--- config.mk ---
export PLATFORM = sky130hd
export DESIGN_NAME = amem_top
export DESIGN_NICKNAME = d
export VERILOG_FILES = /design/src/rtl/amem_pkg.sv /design/src/rtl/amem_decode.sv /design/src/rtl/amem_wcap.sv /design/src/rtl/amem_lane.sv /design/src/rtl/amem_top.sv
export SDC_FILE = /design/constraint.sdc
export NUM_CORES = 2
export LEC_CHECK = 0
export BUFFER_PORTS_ARGS = -buffer_cell sky130_fd_sc_hd__buf_2
export CORE_UTILIZATION = 25
export DETAILED_ROUTE_END_ITERATION = 8
export GPL_ROUTABILITY_DRIVEN = 0
export SLEW_MARGIN = 10
export SYNTH_ARGS = -nofsm -noshare
export SYNTH_HDL_FRONTEND = slang
export SYNTH_SLANG_ARGS = --single-unit
--- constraint.sdc ---
create_clock -name clk -period 10.32 [get_ports clk]
set_input_delay 0.516 -clock clk [delete_from_list [all_inputs] [get_ports clk]]
set_output_delay 0.516 -clock clk [all_outputs]
set_load 0.01 [all_outputs]
--- src/rtl/amem_pkg.sv ---
package amem_pkg;
  typedef enum logic [1:0] {
    MD_STBY  = 2'd0,
    MD_OFF   = 2'd1,
    MD_READ  = 2'd2,
    MD_WRITE = 2'd3
  } amem_mode_e;
endpackage

--- src/rtl/amem_decode.sv ---
module amem_decode #(
  parameter int LANES = 2
) (
  input  logic             ce_n,
  input  logic             we_n,
  input  logic             oe_n,
  input  logic [LANES-1:0] bsel_n,
  output logic [LANES-1:0] rd_lane,
  output logic [LANES-1:0] wr_lane
);
  import amem_pkg::*;

  amem_mode_e mode;

  // Standby dominates, then all-lanes-deselected, then write over read.
  always_comb begin
    if (ce_n)             mode = MD_STBY;
    else if (&bsel_n)     mode = MD_OFF;
    else if (!we_n)       mode = MD_WRITE;
    else if (!oe_n)       mode = MD_READ;
    else                  mode = MD_OFF;
  end

  always_comb begin
    rd_lane = (mode == MD_READ)  ? ~bsel_n : '0;
    wr_lane = (mode == MD_WRITE) ? ~bsel_n : '0;
  end
endmodule

--- src/rtl/amem_wcap.sv ---
module amem_wcap #(
  parameter int LANES  = 2,
  parameter int LANE_W = 8,
  parameter int AW     = 8
) (
  input  logic                          clk,
  input  logic                          rst,
  input  logic [LANES-1:0]              wr_lane,
  input  logic                          inhibit,
  input  logic [AW-1:0]                 addr,
  input  logic [LANES-1:0][LANE_W-1:0]  din,
  output logic [LANES-1:0]              commit,
  output logic [AW-1:0]                 cap_addr,
  output logic [LANES-1:0][LANE_W-1:0]  cap_data
);
  logic [LANES-1:0] act_q;
  logic             poison_q;

  always_ff @(posedge clk) begin
    if (rst) begin
      act_q    <= '0;
      poison_q <= 1'b0;
    end else begin
      act_q    <= wr_lane;
      poison_q <= (|wr_lane) ? (poison_q | inhibit) : 1'b0;
    end
  end

  always_ff @(posedge clk) begin
    if (|wr_lane) cap_addr <= addr;
    for (int l = 0; l < LANES; l++)
      if (wr_lane[l]) cap_data[l] <= din[l];
  end

  // A lane commits on the cycle its window has just closed.
  always_comb commit = act_q & ~wr_lane & {LANES{~poison_q & ~inhibit}};

  p_poison_blocks_r7: assert property (@(posedge clk) disable iff (rst)
    (|wr_lane && inhibit) |=> (commit == '0));
endmodule

--- src/rtl/amem_lane.sv ---
module amem_lane #(
  parameter int LANE_W = 8,
  parameter int DEPTH  = 256,
  parameter int AW     = 8
) (
  input  logic              clk,
  input  logic              wr_en,
  input  logic [AW-1:0]     wr_addr,
  input  logic [LANE_W-1:0] wr_data,
  input  logic [AW-1:0]     rd_addr,
  output logic [LANE_W-1:0] rd_data
);
  logic [LANE_W-1:0] mem [DEPTH];

  always_ff @(posedge clk) begin
    if (wr_en) mem[wr_addr] <= wr_data;
  end

  always_ff @(posedge clk) begin
    rd_data <= mem[rd_addr];
  end
endmodule

--- src/rtl/amem_top.sv ---
module amem_top #(
  parameter int DEPTH  = 256,
  parameter int LANE_W = 8,
  parameter int LANES  = 2,
  localparam int AW    = $clog2(DEPTH),
  localparam int DW    = LANES * LANE_W
) (
  input  logic             clk,
  input  logic             rst,
  input  logic             ce_n,
  input  logic             we_n,
  input  logic             oe_n,
  input  logic [LANES-1:0] bsel_n,
  input  logic [AW-1:0]    addr,
  input  logic [DW-1:0]    din,
  input  logic             wr_inhibit,
  output logic [DW-1:0]    dout,
  output logic [LANES-1:0] dout_en
);
  logic [LANES-1:0]             rd_lane, wr_lane, commit;
  logic [AW-1:0]                cap_addr;
  logic [LANES-1:0][LANE_W-1:0] din_l, cap_data, rd_l;

  assign din_l = din;

  amem_decode #(.LANES(LANES)) u_dec (
    .ce_n(ce_n), .we_n(we_n), .oe_n(oe_n), .bsel_n(bsel_n),
    .rd_lane(rd_lane), .wr_lane(wr_lane)
  );

  amem_wcap #(.LANES(LANES), .LANE_W(LANE_W), .AW(AW)) u_wcap (
    .clk(clk), .rst(rst), .wr_lane(wr_lane), .inhibit(wr_inhibit),
    .addr(addr), .din(din_l), .commit(commit),
    .cap_addr(cap_addr), .cap_data(cap_data)
  );

  for (genvar g = 0; g < LANES; g++) begin : g_lane
    amem_lane #(.LANE_W(LANE_W), .DEPTH(DEPTH), .AW(AW)) u_lane (
      .clk(clk), .wr_en(commit[g]), .wr_addr(cap_addr),
      .wr_data(cap_data[g]), .rd_addr(addr), .rd_data(rd_l[g])
    );
  end

  assign dout = rd_l;

  always_ff @(posedge clk) begin
    if (rst) dout_en <= '0;
    else     dout_en <= rd_lane;
  end

  p_reset_quiet_r1: assert property (@(posedge clk)
    rst |=> (dout_en == '0));
  p_standby_quiet_r2: assert property (@(posedge clk) disable iff (rst)
    ce_n |=> (dout_en == '0));
  p_write_quiet_r5: assert property (@(posedge clk) disable iff (rst)
    (!ce_n && !we_n) |=> (dout_en == '0));
  p_read_lanes_r4: assert property (@(posedge clk) disable iff (rst)
    (!ce_n && !oe_n && we_n) |=> (dout_en == ~$past(bsel_n)));
  p_commit_after_window_r6: assert property (@(posedge clk) disable iff (rst)
    (|commit) |-> $past(!ce_n && !we_n));
  p_inhibit_blocks_r7: assert property (@(posedge clk) disable iff (rst)
    wr_inhibit |-> (commit == '0));
endmodule

==> results.py <==
metrics = {
    "synth": {
        "synth_fp_nets": 7766,
        "ys_seq_elements": 4141,
        "synth.lib_cells_used.distinct": 60,
        "synthCells": 7734,
        "async_reset_ff_share_pct": 0,
        "synth_area_leaders": "edfxtp_1 (77%), mux4_2 (12%), mux2i_1 (2.9%)",
        "synth_ff_type": "edfxtp_1",
        "synth_edf_count": 4120,
        "ys_seq_area_share_pct": 77.06,
        "netlist.top_cell.by_area": "edfxtp_1",
        "ys_warn_count": 0,
        "netlist_area_mm2": 0.1611,
        "postSynthAreaPerCell_um2": 20.83,
        "yosysTopAreaCellShare_pct": 76.80,
    },
    "die": {
        "die_x_um": 804.7,
        "die_y_um": 804.7,
        "dieArea_mm2": 0.6476,
        "core_area_mm2": 0.6415,
        "rows": 294,
        "start_util_pct": 25.11,
        "io_pins": 50,
    },
    "critical_path": {
        "crit_slowest_cell": "nor4bb_2",
        "critPathTopFamily": "simple AND/OR/NAND/NOR gates",
        "crit_type": "primary input to flip-flop",
        "cpMostUsedCell": "buf_4",
        "crit_required_ns": 11.24,
        "worst-path-stages": 10,
        "critical_path_buf_inv_count": 4,
        "crit_fanout": 44,
        "r2r_cells": 5,
        "r2r-end": "g_lane[0].u_lane.mem[62][6]",
        "cp_cell_sequence": "dlygate4sd3_1 > buf_6 > buf_4 > buf_4 > or3_1 > a21oi_1 > nor4_1 > nand4_1 > nor4bb_2 > and3_1",
        "timing.rr.start": "u_wcap.poison_q",
        "critPathMaxStageDelay_ns": 0.80,
        "r2r_setup_slack_ns": 5.89,
        "crit_start": "addr[4]",
        "arrival_ns": 5.45,
        "endpoint": "g_lane[1].u_lane.rd_data[6]",
        "start_kind": "primary input",
        "crit_path_end_kind": "flip-flop",
    },
    "cts": {
        "cts_resized": 0,
        "htreeDepth": 5,
        "clock_sinks": 4141,
        "cts_tree": "yes",
        "clk_latency_ns": 1.01,
        "cts_root_buf": "clkbuf_16",
        "numCtsBuffers": 417,
        "ctsHoldBuffers": 29,
        "cts.repair_timing.setup_buffer_count": 0,
        "clockBufferDepth": 4,
        "clk_pin_slew_worst_paths_ns": 0.06,
    },
    "sta": {
        "rsz0062_at_grt": "no",
        "drv_slew": 0,
        "setup_viol": 0,
        "skew_ns": 0.08226,
        "max_freq_mhz": 220.4,
        "relSlewSlack_pct": 5.239,
        "tightest_slew_ns": 1.421,
        "tns_ns": 0,
        "min_period_over_period_pct": 43.97,
        "finalHoldViolCount": 0,
        "fin_crit_ns": 4.538,
    },
    "global_routing": {
        "antenna_found_initial": 15,
        "grt_pass1_vias": 78580,
        "grt_pass1_wl_mm": 588.0,
        "grt.total_usage_pct": 12.33,
        "grt_max_degree": 190,
        "grt.overflow.total": 0,
    },
    "finish": {
        "final_cells": 16820,
        "fillers": 62530,
        "area_growth_syn_to_layout_pct": 14.58,
        "mostFrequentLayoutCell": "edfxtp_1",
        "nets": 7914,
        "final-seq-area_mm2": 0.1241,
        "mostFrequentLayoutCells": "edfxtp_1 (4120), mux4_2 (886), nor2_1 (626)",
        "stdcell_area_mm2": 0.1846,
        "drive_gt1_share_pct": 20.79,
        "multi_input_area_mm2": 0.03427,
    },
    "power": {
        "vdd_drop_max_mv": 0.1655,
        "power.leakage_nw": 55.81,
        "power_density_mw_per_mm2": 190.2,
    },
    "drt": {
        "dr_total_vias": 78330,
        "avgRoutedWirePerCell_um": 24.63,
        "drt_drc_violations_left": 0,
        "dr.pass1.iters": 7,
        "wirelength_mm": 414.2,
        "avgViaCountPerCell": 4.658,
        "ant_nets": 0,
        "drt_iter0_drc": 9167,
    },
    "run_status": {
        "status": "completed",
    },
    "placement": {
        "portBuffers": 49,
        "placed_cells": 16020,
        "hpwl_mm": 241.1,
        "place_area_mm2": 0.1708,
    },
    "min_path": {
        "min_path_type": "primary input to flip-flop",
    },
    "run": {
        "drv_cap": 0,
    },
}
[power breakdown]
| part | switching [mW] | total, mW | internal (mW) |
|---|---|---|---|
| combinational | 1.06 | 1.60 | 0.540 |
| sequential | 0.0724 | 18.5 | 18.5 |
| clock | 6.49 | 15.0 | 8.48 |
[synthesized netlist by cell type, types with 3 or more instances]
cell type      instances
edfxtp_1            4120
mux4_2               886
nor2_1               629
mux2i_1              465
clkbuf_1             223
nand2_1              181
a21oi_1              156
o22ai_1              148
o221ai_1             120
nor3_1               109
buf_2                 87
nand3_1               62
buf_1                 53
a22oi_1               50
o21ai_0               48
a211oi_1              47
buf_4                 44
buf_6                 37
nor4_1                34
buf_8                 23
dfxtp_1               21
o32ai_1               18
buf_12                17
and3_1                15
nor2b_1               15
mux4_1                13
nand4_1               12
mux2_2                10
or3_1                 10
o31ai_1                9
a211o_1                8
o31a_1                 7
o211ai_1               6
a221oi_1               5
dlygate4sd1_1          4
inv_1                  4
nand3b_1               4
and2_1                 3
nor4bb_1               3
[kinds of logic (layout without fill, tap and decap cells)]
logic type / Yosys count / after routing / synth area share (%)
DFF: 4141 / 4141 / 77.06
muxes: 1374 / 1374 / 15.56
and+or+nand+nor: 1089 / 1089 / 2.864
AOI/OAI and AO/OA: 635 / 635 / 2.673
buffers and inverters: 495 / 983 / 1.843
other: 0 / 9 / 0
[worst min-delay path by stage]
stage                               start                 end  depth (start not counted)
after global routing              addr[6]  u_wcap.cap_addr[6]                          1
after global placement    u_wcap.poison_q     u_wcap.poison_q                          2
after floorplan           u_wcap.poison_q     u_wcap.poison_q                          2
final                             addr[6]  u_wcap.cap_addr[6]                          1
after detailed placement  u_wcap.poison_q     u_wcap.poison_q                          2
after CTS                         addr[6]  u_wcap.cap_addr[6]                          1
[routing by layer]
layer / routed length (µm) / vias up / GRT usage, %
li1: - / 32520 / -
met1: 170600 / 41910 / 16.76
met5: 45 / - / 0
met2: 198700 / 3232 / 20.13
met3: 32800 / 668 / 2.413
met4: 11970 / 8 / 3.403
[worst reg2reg max path: stages (launching register included)]
cell and delay, ns:
dfxtp_1 0.30, nor2_1 0.20, nand3b_1 0.50, nor3_1 0.97, nand3_1 0.84, nor2_1 1.18
[final cells by class]
class	instances	area share, %
sequential	4141	67.26
multi-input combinational	3098	18.57
clock buffer	509	5.902
tap	8584	5.819
clock inverter	250	1.382
timing repair buffer	218	1.039
inverter	6	0.01830
antenna	9	0.01220
[flip-flops by register name, summed over array words and instances, names as in the netlist]
name / count
dout_en: 2
u_wcap.poison_q: 1
u_wcap.cap_addr: 8
g_lane.u_lane.rd_data: 16
u_wcap.cap_data: 16
u_wcap.act_q: 2
g_lane.u_lane.mem: 4096
[per-stage QoR]
stage	total power, mW	hold slack [ns]	setup WS, ns	util (%)
after floorplan	19.89	0.5198	6.274	-
after global placement	20.50	0.5640	5.198	26.63
after detailed placement	20.51	0.5681	5.170	26.63
after CTS	35.32	0.003506	5.774	28.77
after global routing	35.97	0.01717	5.726	28.77
final	35.11	0.08578	5.782	28.77
(Power assumes the default switching activity.)
